<file path="src/rtl/fph_pkg.sv">
// Shared widths and configuration record for the priority controller.
// Assumes block counts fit in BLK_W bits and the Y-tile minimum carries
// FRAC_W fraction bits below BLK_W integer bits.
package fph_pkg;
    localparam int BLK_W  = 16;
    localparam int FRAC_W = 16;
    localparam int FIX_W  = BLK_W + FRAC_W;

    typedef struct packed {
        logic [BLK_W-1:0] l0_wm;
        logic             y_tiled;
        logic [FIX_W-1:0] ytile_min;
        logic [BLK_W-1:0] trans_amt;
        logic             idle_en;
        logic             pipe_on;
        logic             early_fix;
        logic [BLK_W-1:0] alloc;
    } fph_cfg_t;
endpackage

</file>
<file path="src/rtl/fph_cfg_reg.sv">
// Configuration capture stage. Holds the configuration record, which
// changes only on a load strobe, and raises a one-cycle pending flag in
// the cycle after the strobe so the watermark stage can register its result.
// Assumes cfg_load is a single-cycle pulse or a level; each high edge reloads.
module fph_cfg_reg
    import fph_pkg::*;
#(
    parameter int DEF_AMT = 10
) (
    input  logic     clk,
    input  logic     rst_n,
    input  logic     cfg_load,
    input  fph_cfg_t cfg_in,
    output fph_cfg_t cfg_q,
    output logic     upd_pend
);
    localparam logic [BLK_W-1:0] AMT_RST = BLK_W'(DEF_AMT);

    // Capture the configuration record on the load strobe only.
    always_ff @(posedge clk) begin
        if (!rst_n) begin
            cfg_q           <= '0;
            cfg_q.trans_amt <= AMT_RST;
        end else if (cfg_load) begin
            cfg_q <= cfg_in;
        end
    end

    // Flag that the next edge should register a freshly computed watermark.
    always_ff @(posedge clk) begin
        if (!rst_n) upd_pend <= 1'b0;
        else        upd_pend <= cfg_load;
    end
endmodule

</file>
<file path="src/rtl/fph_wm_calc.sv">
// Transition watermark arithmetic. Combinationally forms the threshold from
// the captured configuration and registers threshold and enable when the
// update flag is set. Arithmetic runs in BLK_W+3 bits so no sum wraps; a
// result past the block range saturates and disables the transition.
module fph_wm_calc
    import fph_pkg::*;
#(
    parameter int TRANS_MIN = 4
) (
    input  logic             clk,
    input  logic             rst_n,
    input  logic             upd_pend,
    input  fph_cfg_t         cfg_q,
    output logic [BLK_W-1:0] trans_wm,
    output logic             trans_en
);
    localparam int SUM_W = BLK_W + 3;
    localparam int YW    = FIX_W + 2;
    localparam logic [YW-1:0] RND_ADD = YW'((64'd1 << FRAC_W) - 64'd1);

    logic [YW-1:0]    ydbl;
    logic [YW-1:0]    yrnd;
    logic [SUM_W-1:0] yceil;
    logic [SUM_W-1:0] l0_ext;
    logic [SUM_W-1:0] base;
    logic [SUM_W-1:0] sum;
    logic             ovf;
    logic             fits;
    logic [BLK_W-1:0] wm_nxt;
    logic             en_nxt;

    // Double the Y-tile minimum and round any fraction up to a whole block.
    always_comb begin
        ydbl  = {1'b0, cfg_q.ytile_min, 1'b0};
        yrnd  = ydbl + RND_ADD;
        yceil = SUM_W'(yrnd[YW-1:FRAC_W]);
    end

    // Pick the base, add minimum, amount, the extra block and the correction.
    always_comb begin
        l0_ext = SUM_W'(cfg_q.l0_wm);
        base   = (cfg_q.y_tiled && (yceil > l0_ext)) ? yceil : l0_ext;
        sum    = base + SUM_W'(TRANS_MIN) + SUM_W'(cfg_q.trans_amt) + SUM_W'(1)
               + SUM_W'(cfg_q.early_fix && !cfg_q.y_tiled);
        ovf    = |sum[SUM_W-1:BLK_W];
        fits   = (sum <= SUM_W'(cfg_q.alloc));
        wm_nxt = ovf ? '1 : sum[BLK_W-1:0];
        en_nxt = cfg_q.pipe_on && cfg_q.idle_en && fits;
    end

    // Register the threshold and enable one cycle after a load.
    always_ff @(posedge clk) begin
        if (!rst_n) begin
            trans_wm <= '0;
            trans_en <= 1'b0;
        end else if (upd_pend) begin
            trans_wm <= wm_nxt;
            trans_en <= en_nxt;
        end
    end

    // an enabled threshold always lies inside the allocation and the pipe is live.
    assert_en_fits_R6: assert property (@(posedge clk) disable iff (!rst_n)
        (!upd_pend && trans_en) |-> (trans_wm <= cfg_q.alloc && cfg_q.pipe_on && cfg_q.idle_en))
        else $error("trans_en set with threshold outside allocation");

    // an enabled threshold sits strictly above the level-0 watermark.
    assert_above_l0_R3: assert property (@(posedge clk) disable iff (!rst_n)
        (!upd_pend && trans_en) |-> (trans_wm > cfg_q.l0_wm))
        else $error("threshold not above level-0 watermark");
endmodule

</file>
<file path="src/rtl/fph_prio_fsm.sv">
// Priority hysteresis register. Promotes to high priority when the fill is
// under the level-0 watermark (this test is evaluated first, so it wins any
// conflict), demotes when the fill is over the transition watermark (or at
// or over level 0 when the transition is off), and otherwise holds.
// A load strobe forces high priority.
module fph_prio_fsm
    import fph_pkg::*;
(
    input  logic             clk,
    input  logic             rst_n,
    input  logic             cfg_load,
    input  logic [BLK_W-1:0] fill_lvl,
    input  logic [BLK_W-1:0] l0_wm,
    input  logic [BLK_W-1:0] trans_wm,
    input  logic             trans_en,
    output logic             hi_prio
);
    logic below_l0;
    logic above_hi;

    // Threshold comparisons for this cycle.
    always_comb begin
        below_l0 = (fill_lvl < l0_wm);
        above_hi = trans_en ? (fill_lvl > trans_wm) : 1'b1;
    end

    // Priority state update, one decision per cycle.
    always_ff @(posedge clk) begin
        if (!rst_n)        hi_prio <= 1'b1;
        else if (cfg_load) hi_prio <= 1'b1;
        else if (below_l0) hi_prio <= 1'b1;
        else if (above_hi) hi_prio <= 1'b0;
    end

    // a load always leaves the controller at high priority.
    assert_load_high_R9: assert property (@(posedge clk) disable iff (!rst_n)
        cfg_load |=> hi_prio)
        else $error("load did not force high priority");

    // a fill under level 0 promotes even if it also exceeds the upper threshold.
    assert_promote_R10: assert property (@(posedge clk) disable iff (!rst_n)
        (!cfg_load && fill_lvl < l0_wm) |=> hi_prio)
        else $error("starved buffer not promoted");

    // with hysteresis on, a fill past the transition threshold demotes.
    assert_demote_R7: assert property (@(posedge clk) disable iff (!rst_n)
        (!cfg_load && trans_en && fill_lvl >= l0_wm && fill_lvl > trans_wm) |=> !hi_prio)
        else $error("fill above transition threshold not demoted");

    // between the thresholds the priority holds its value.
    assert_hold_R7: assert property (@(posedge clk) disable iff (!rst_n)
        (!cfg_load && trans_en && fill_lvl >= l0_wm && fill_lvl <= trans_wm) |=> $stable(hi_prio))
        else $error("priority changed inside the hysteresis band");

    // with hysteresis off, a fill at or above level 0 is low priority.
    assert_plain_R8: assert property (@(posedge clk) disable iff (!rst_n)
        (!cfg_load && !trans_en && fill_lvl >= l0_wm) |=> !hi_prio)
        else $error("plain mode did not demote");
endmodule

</file>
<file path="src/rtl/fph_prio_ctrl.sv">
// Top of the display read-buffer priority controller. Wires the
// configuration capture, the watermark arithmetic and the priority
// hysteresis together. Assumes fill_lvl is valid every cycle.
module fph_prio_ctrl
    import fph_pkg::*;
#(
    parameter int TRANS_MIN = 4,
    parameter int DEF_AMT   = 10
) (
    input  logic             clk,
    input  logic             rst_n,
    input  logic             cfg_load,
    input  logic [15:0]      cfg_l0_wm,
    input  logic             cfg_y_tiled,
    input  logic [31:0]      cfg_ytile_min,
    input  logic [15:0]      cfg_trans_amt,
    input  logic             cfg_idle_en,
    input  logic             cfg_pipe_on,
    input  logic             cfg_early_fix,
    input  logic [15:0]      cfg_alloc,
    input  logic [15:0]      fill_lvl,
    output logic             hi_prio,
    output logic [15:0]      trans_wm,
    output logic             trans_en
);
    fph_cfg_t cfg_in;
    fph_cfg_t cfg_q;
    logic     upd_pend;

    // Pack the configuration pins into the shared record.
    always_comb begin
        cfg_in.l0_wm     = cfg_l0_wm;
        cfg_in.y_tiled   = cfg_y_tiled;
        cfg_in.ytile_min = cfg_ytile_min;
        cfg_in.trans_amt = cfg_trans_amt;
        cfg_in.idle_en   = cfg_idle_en;
        cfg_in.pipe_on   = cfg_pipe_on;
        cfg_in.early_fix = cfg_early_fix;
        cfg_in.alloc     = cfg_alloc;
    end

    fph_cfg_reg #(.DEF_AMT(DEF_AMT)) u_cfg (
        .clk      (clk),
        .rst_n    (rst_n),
        .cfg_load (cfg_load),
        .cfg_in   (cfg_in),
        .cfg_q    (cfg_q),
        .upd_pend (upd_pend)
    );

    fph_wm_calc #(.TRANS_MIN(TRANS_MIN)) u_calc (
        .clk      (clk),
        .rst_n    (rst_n),
        .upd_pend (upd_pend),
        .cfg_q    (cfg_q),
        .trans_wm (trans_wm),
        .trans_en (trans_en)
    );

    fph_prio_fsm u_fsm (
        .clk      (clk),
        .rst_n    (rst_n),
        .cfg_load (cfg_load),
        .fill_lvl (fill_lvl),
        .l0_wm    (cfg_q.l0_wm),
        .trans_wm (trans_wm),
        .trans_en (trans_en),
        .hi_prio  (hi_prio)
    );

    // outputs move only in the cycle following a load.
    assert_wm_stable_R2: assert property (@(posedge clk) disable iff (!rst_n)
        (!upd_pend) |=> ($stable(trans_wm) && $stable(trans_en)))
        else $error("watermark changed without a load");
endmodule

</file>
<file path="config.mk">
export PLATFORM = sky130hd
export DESIGN_NAME = fph_prio_ctrl
export DESIGN_NICKNAME = d
export VERILOG_FILES = /design/src/rtl/fph_pkg.sv /design/src/rtl/fph_cfg_reg.sv /design/src/rtl/fph_wm_calc.sv /design/src/rtl/fph_prio_fsm.sv /design/src/rtl/fph_prio_ctrl.sv
export SDC_FILE = /design/constraint.sdc
export NUM_CORES = 1
export LEC_CHECK = 0
export ABC_AREA = 1
export BUFFER_PORTS_ARGS = -buffer_cell sky130_fd_sc_hd__buf_2
export CORE_MARGIN = 3
export CORE_UTILIZATION = 61
export DETAILED_ROUTE_END_ITERATION = 6
export PLACE_DENSITY = 0.95
export SYNTH_ARGS = -nofsm -noshare
export SYNTH_HDL_FRONTEND = slang
export SYNTH_SLANG_ARGS = --single-unit
</file>
<file path="constraint.sdc">
create_clock -name clk -period 12.53 [get_ports clk]
set_clock_uncertainty 0.15 [all_clocks]
set_input_delay 0.6265 -clock clk [delete_from_list [all_inputs] [get_ports clk]]
set_output_delay 0.6265 -clock clk [all_outputs]
set_load 0.01 [all_outputs]
</file>
# Yosys cells after proc, flatten, opt, wreduce, memory -nomap -nowiden
# Cells that the tools add are included.
word_totals:
  regBits: 103
  input_bits: 103
classes:
  n_addsub: 5
  magnitude_cmp: 4
  n_mux: 3
  n_bitwise: 1
  n_reduce_logical: 7
op_table:
  columns: ["operator", "n"]
  rows:
  - ["$add 33x16->34 const B", 1]
  - ["$add 19x1->19", 1]
  - ["$add 19x1->19 const B", 1]
  - ["$add 19x16->19", 1]
  - ["$add 19x3->19 const B", 1]
  - ["$le 19x16->1", 1]
  - ["$gt 18x16->1", 1]
  - ["$mux 18", 1]
  - ["$gt 16x16->1", 1]
  - ["$lt 16x16->1", 1]
  - ["$mux 16", 1]
  - ["$reduce_or 3->1", 2]
  - ["$logic_and 1x1->1", 4]
  - ["$logic_not 1->1", 1]
  - ["$mux 1", 1]
  - ["$not 1->1", 1]

# Longest topological paths before layout
depth:
  ltp_word: 10
  ltp_mapped: 46
  mapped_depth_nobuf: 45

# Modules after synthesis
# A second synthesis with hierarchy kept.
hier_totals:
  cells_unflattened: 1275
  hier_area_um2: 7908.8
modules_own_cells:
  columns: ["mod", "n_inst", "cells_per_inst", "area_per_inst_um2", "seq_area_each_um2"]
  rows:
  - ["fph_wm_calc", 1, 602, 3558.4, 340.3]
  - ["fph_cfg_reg", 1, 532, 3479.6, 1701.6]
  - ["fph_prio_fsm", 1, 141, 870.8, 20.0]

# Worst setup path before layout
# Ideal clock, no wire load.
synth_path:
  kind: "register to register"
  from: "register, netlist name u_cfg.cfg_q[53]"
  to: "register u_calc.trans_en"
  setup_ns: 0.070
  arrival_time_ns: 5.512
  required_time_ns: 12.310
  path_slack_ns: 6.798
  path_stages_with_launch: 39
  path_buffers: 1
  synth_period_minus_slack_ns: 5.732
  cell_sequence: "dfxtp_1 > inv_1 > nor3_2 > nand3_1 > nor2_1 > nand2_1 > nor2_1 > nand3_1 > xor2_1 > ha_1 > nand2_1 > nor4_1 > nand3_1 > nand3_4 > buf_4 > nand2_1 > nand2_1 > ha_1 > (+3 left out) > fa_1 > o21ai_2 > nand2_1 > nand3_2 > a21boi_1 > o21ai_0 > xor2_1 > inv_1 > ha_1 > a21oi_1 > nor2_1 > a211oi_1 > nand2_1 > nand2_1 > nand2_1 > a21oi_1 > nand3_1 > a21oi_1"
synth_between:
  elab_chain_cells: 10
synth_rtl:
  columns: ["element", "line_no", "text"]
  rows:
  - ["$add 33x16->34 *", "fph_wm_calc.sv:35", "yrnd = ydbl + RND_ADD;"]
  - ["$gt 18x16->1", "fph_wm_calc.sv:42", "base = (cfg_q.y_tiled && (yceil > l0_ext)) ? yceil : l0_ext;"]
  - ["$logic_and 1x1->1", "fph_wm_calc.sv:42", null]
  - ["$mux 18 *", "fph_wm_calc.sv:42", null]
  - ["$add 19x3->19 *", "fph_wm_calc.sv:43", "sum = base + SUM_W'(TRANS_MIN) + SUM_W'(cfg_q.trans_amt) + SUM_W'(1)"]
  - ["$add 19x16->19 *", "fph_wm_calc.sv:43", null]
  - ["$add 19x1->19 *", "fph_wm_calc.sv:43", null]
  - ["$add 19x1->19 *", "fph_wm_calc.sv:44", "+ SUM_W'(cfg_q.early_fix && !cfg_q.y_tiled);"]
  - ["$le 19x16->1 *", "fph_wm_calc.sv:46", "fits = (sum <= SUM_W'(cfg_q.alloc));"]
  - ["$logic_and 1x1->1 *", "fph_wm_calc.sv:48", "en_nxt = cfg_q.pipe_on && cfg_q.idle_en && fits;"]
  - ["to (signal assigned)", "fph_wm_calc.sv:58", "trans_en <= en_nxt;"]
  - ["to (decl)", "fph_wm_calc.sv:15", "output logic trans_en"]
# Every way passes the cells marked *; elsewhere a longest branch is shown, timed or not.
# A chain may end at the register's enable or synchronous reset.

# Final worst setup path
layout_path:
  from: "register, netlist name u_cfg.cfg_q[40]"
  to: "register u_calc.trans_en"
layout_between:
  elab_chain_cells: 10
layout_rtl:
  columns: ["element", "line_no"]
  rows:
  - ["$add 33x16->34 *", "fph_wm_calc.sv:35"]
  - ["$gt 18x16->1", "fph_wm_calc.sv:42"]
  - ["$logic_and 1x1->1", "fph_wm_calc.sv:42"]
  - ["$mux 18 *", "fph_wm_calc.sv:42"]
  - ["$add 19x3->19 *", "fph_wm_calc.sv:43"]
  - ["$add 19x16->19 *", "fph_wm_calc.sv:43"]
  - ["$add 19x1->19 *", "fph_wm_calc.sv:43"]
  - ["$add 19x1->19 *", "fph_wm_calc.sv:44"]
  - ["$le 19x16->1 *", "fph_wm_calc.sv:46"]
  - ["$logic_and 1x1->1 *", "fph_wm_calc.sv:48"]
# Marked as above.

==> results_dict.tcl <==
set metrics [dict create \
    die_x_um 111 \
    grt_use_total 0.289 \
    period_minus_slack_ps 6840 \
    ys_seq_elements 103 \
    postSynthAreaPerCell_um2 7.43 \
    vdd_drop_max_mv 0.106 \
    synth_nets 1113 \
    synth_compound_area_frac 0.179 \
    clock_tree.buffer_depth 2 \
    worst_slew_pin_slew_ps 720 \
    postSynth.asyncResetShare 0 \
    syn_inst 913 \
    synth_xor_area_frac 0.0271 \
    synthSimpleGateAreaFrac 0.214 \
    antenna_cells 0 \
    grt_first_pass_wirelength_um 29600 \
    drt_iter0_markers 537 \
    power_density_nw_per_um2 106 \
    fin_util 0.725 \
    fin_setup_tns_ps 0 \
    wirelength_um 18000 \
    fin_crit_sh 0.546 \
    slew_headroom 0.519 \
    fill_cells 842 \
    ys_top_cells_by_area "dfxtp_1 (30%), ha_1 (18%), nand2_1 (11%)" \
    ys_warn_count 0 \
    path_clk_slew_ps 90 \
    synth_top_area_share 0.304 \
    hold_viol 0 \
    clk-insertion-delay-late_ps 370 \
    power.leakage_uw 0.00389 \
    portBuffers 120 \
    synth_top_family_by_area "simple AND/OR/NAND/NOR gates" \
    place_congestion 0.942 \
    initial_utilization 0.643 \
    cts.htree.levels 3 \
    hold_buffers 0 \
    slowest_delay_ps 540 \
    crit_top_cell "nand2_1" \
    dr.pass1.iters 5 \
    viasPerCell 5.67 \
    io_pins 121 \
    rows 37 \
    cts.sinks 103 \
    cts_buffers 9 \
    hp-class "primary input to register" \
    rsz0062_at_grt "no" \
    ys.flop_type "dfxtp_1" \
    die_y_um 111 \
    criticalPathCategory "register to register" \
    grt_max_degree 65 \
    synth_area_leader_cell "dfxtp_1" \
    cp.arrival_ps 7000 \
    max_freq_ghz 0.146 \
    ys_seq_area_frac 0.304 \
    synth_mux_area_frac 0 \
    cts_tree "done" \
    syn-cell-area_um2 6790 \
    coreArea_um2 10600 \
    wire_per_inst_um 15.6 \
    nets 1220 \
    ant_nets 0 \
    worst_ep_required_time_ps 12690 \
    outcome "finished, final reports clean" \
    dpl.hpwl_um 14500 \
    grt_pass1_vias 6439 \
    drv_cap 0 \
    grt-busiest-layer "met2" \
    slew_violations 0 \
    cpMaxStageDelayCell "nand3_1" \
    ys_types 47 \
    post_cts_buffers 0 \
    cp-start-kind "register" \
    syn_to_final_growth_pct 12.7 \
    use_met2 0.467 \
    drc 0 \
    layout-drive-gt1-share 0.172 \
    crit_path_end_kind "register" \
    gr-total-overflow 0 \
    setup_viol 0 \
    vias 6579 \
    die_area_um2 12400 \
    synth-edff-count 0 \
    cp_max_fo 17 \
    p_total_uw 811 \
    antenna_found_initial 0 \
    synthAdderAreaFrac 0.180 \
    grtUsageMet3 0.0641 \
    cts_root_buf "clkbuf_8" \
    post_cts_resized 0 \
    use_met1 0.377 \
]
-- layer usage --
metal,routed length [um],up-vias
li1,-,3256
met1,7690,2967
met2,8140,308
met3,1620,48
met4,593,0
met5,0,-
-- registers in the layout (all words and copies together) (netlist names) --
name and cells:
u_calc.trans_en 1, u_cfg.upd_pend 1, u_cfg.cfg_q 84, u_fsm.hi_prio 1, u_calc.trans_wm 16
-- kinds of logic after synthesis --
family / count (synthesis)
compound gates: 201
fa+ha+maj: 97
xor+xnor: 21
buf+inv: 169
flops: 103
simple gates: 322
-- cells in the final DEF (no fill, tap or decap), types with 4 or more instances in the layout --
cell        n
clkbuf_8   10
nand2_1   197
o21ai_2    11
nand3_1    26
nor4_1      4
nand4_1    22
buf_2     120
xnor2_1     4
xor2_1     17
dfxtp_1   103
inv_1     136
a22o_1     30
nor2_1     41
or2_2       7
o21ai_0    73
inv_2       4
nor3_1      8
ha_1       96
a21oi_1    64
-- synthesized netlist by cell type (all sizes together), types with 4 or more instances --
| cell | count |
|---|---|
| dfxtp | 103 |
| nor2 | 46 |
| or2 | 7 |
| o21ai | 86 |
| clkbuf | 22 |
| nand2 | 200 |
| inv | 140 |
| a21oi | 65 |
| a22o | 30 |
| nand3 | 29 |
| buf | 5 |
| xnor2 | 4 |
| xor2 | 17 |
| ha | 96 |
| nor3 | 12 |
| nand4 | 23 |
| nor4 | 5 |
-- where the power goes --
group          leakage (uW)  switching [uW]  internal [uW]
combinational       0.00295             147           93.1
sequential         0.000850            13.9            348
clock             0.0000964             112           97.1
total               0.00389             273            538
-- cell type report --
type                       instances  area (um2)  share of cell area
tap                              136         170              0.0222
multi-input combinational        641        4070               0.532
timing repair buffer             123         623              0.0814
inverter                         142         533              0.0697
clock inverter                     3        43.8             0.00572
sequential                       103        2060               0.270
clock buffer                      12         145              0.0190
-- worst max-delay path, delay by kind of cell (launching register included) --
| kind | cells | cell delay (ps) |
|---|---|---|
| adders and majority gates | 5 | 1440 |
| DFF | 1 | 360 |
| xor gates and xnor gates | 2 | 450 |
| AOI/OAI and AO/OA | 7 | 1110 |
| and+or+nand+nor | 21 | 2950 |
| buffers and inverters | 4 | 320 |
-- metrics by stage --
stage | std cells | setup slack, ps | hold slack, ps | instance area (um2)
finish | 1160 | 5690 | 298 | 7650
global route | 1160 | 4960 | 286 | 7650
CTS | 1160 | 5770 | 285 | 7650
detailed placement | 1145 | 5870 | 305 | 7460
global placement | 1145 | 6160 | 303 | 7460
floorplan | 913 | 6800 | 289 | 6790
-- path summary, 6_finish.rpt --
check / startpoint / end / slack [ps] / cells past startpoint
setup / recovery: u_cfg.cfg_q[40]$_SDFFE_PN0P_ / u_calc.trans_en$_SDFFE_PN0P_ / 5690 / 39
hold / removal: cfg_alloc[12] / u_cfg.cfg_q[12]$_SDFFE_PN0P_ / 300 / 3
setup reg to reg: u_cfg.cfg_q[40]$_SDFFE_PN0P_ / u_calc.trans_en$_SDFFE_PN0P_ / 5690 / 39
hold reg to reg: u_fsm.hi_prio$_SDFFE_PP1P_ / u_fsm.hi_prio$_SDFFE_PP1P_ / 330 / 2
(Power assumes the default switching activity.)
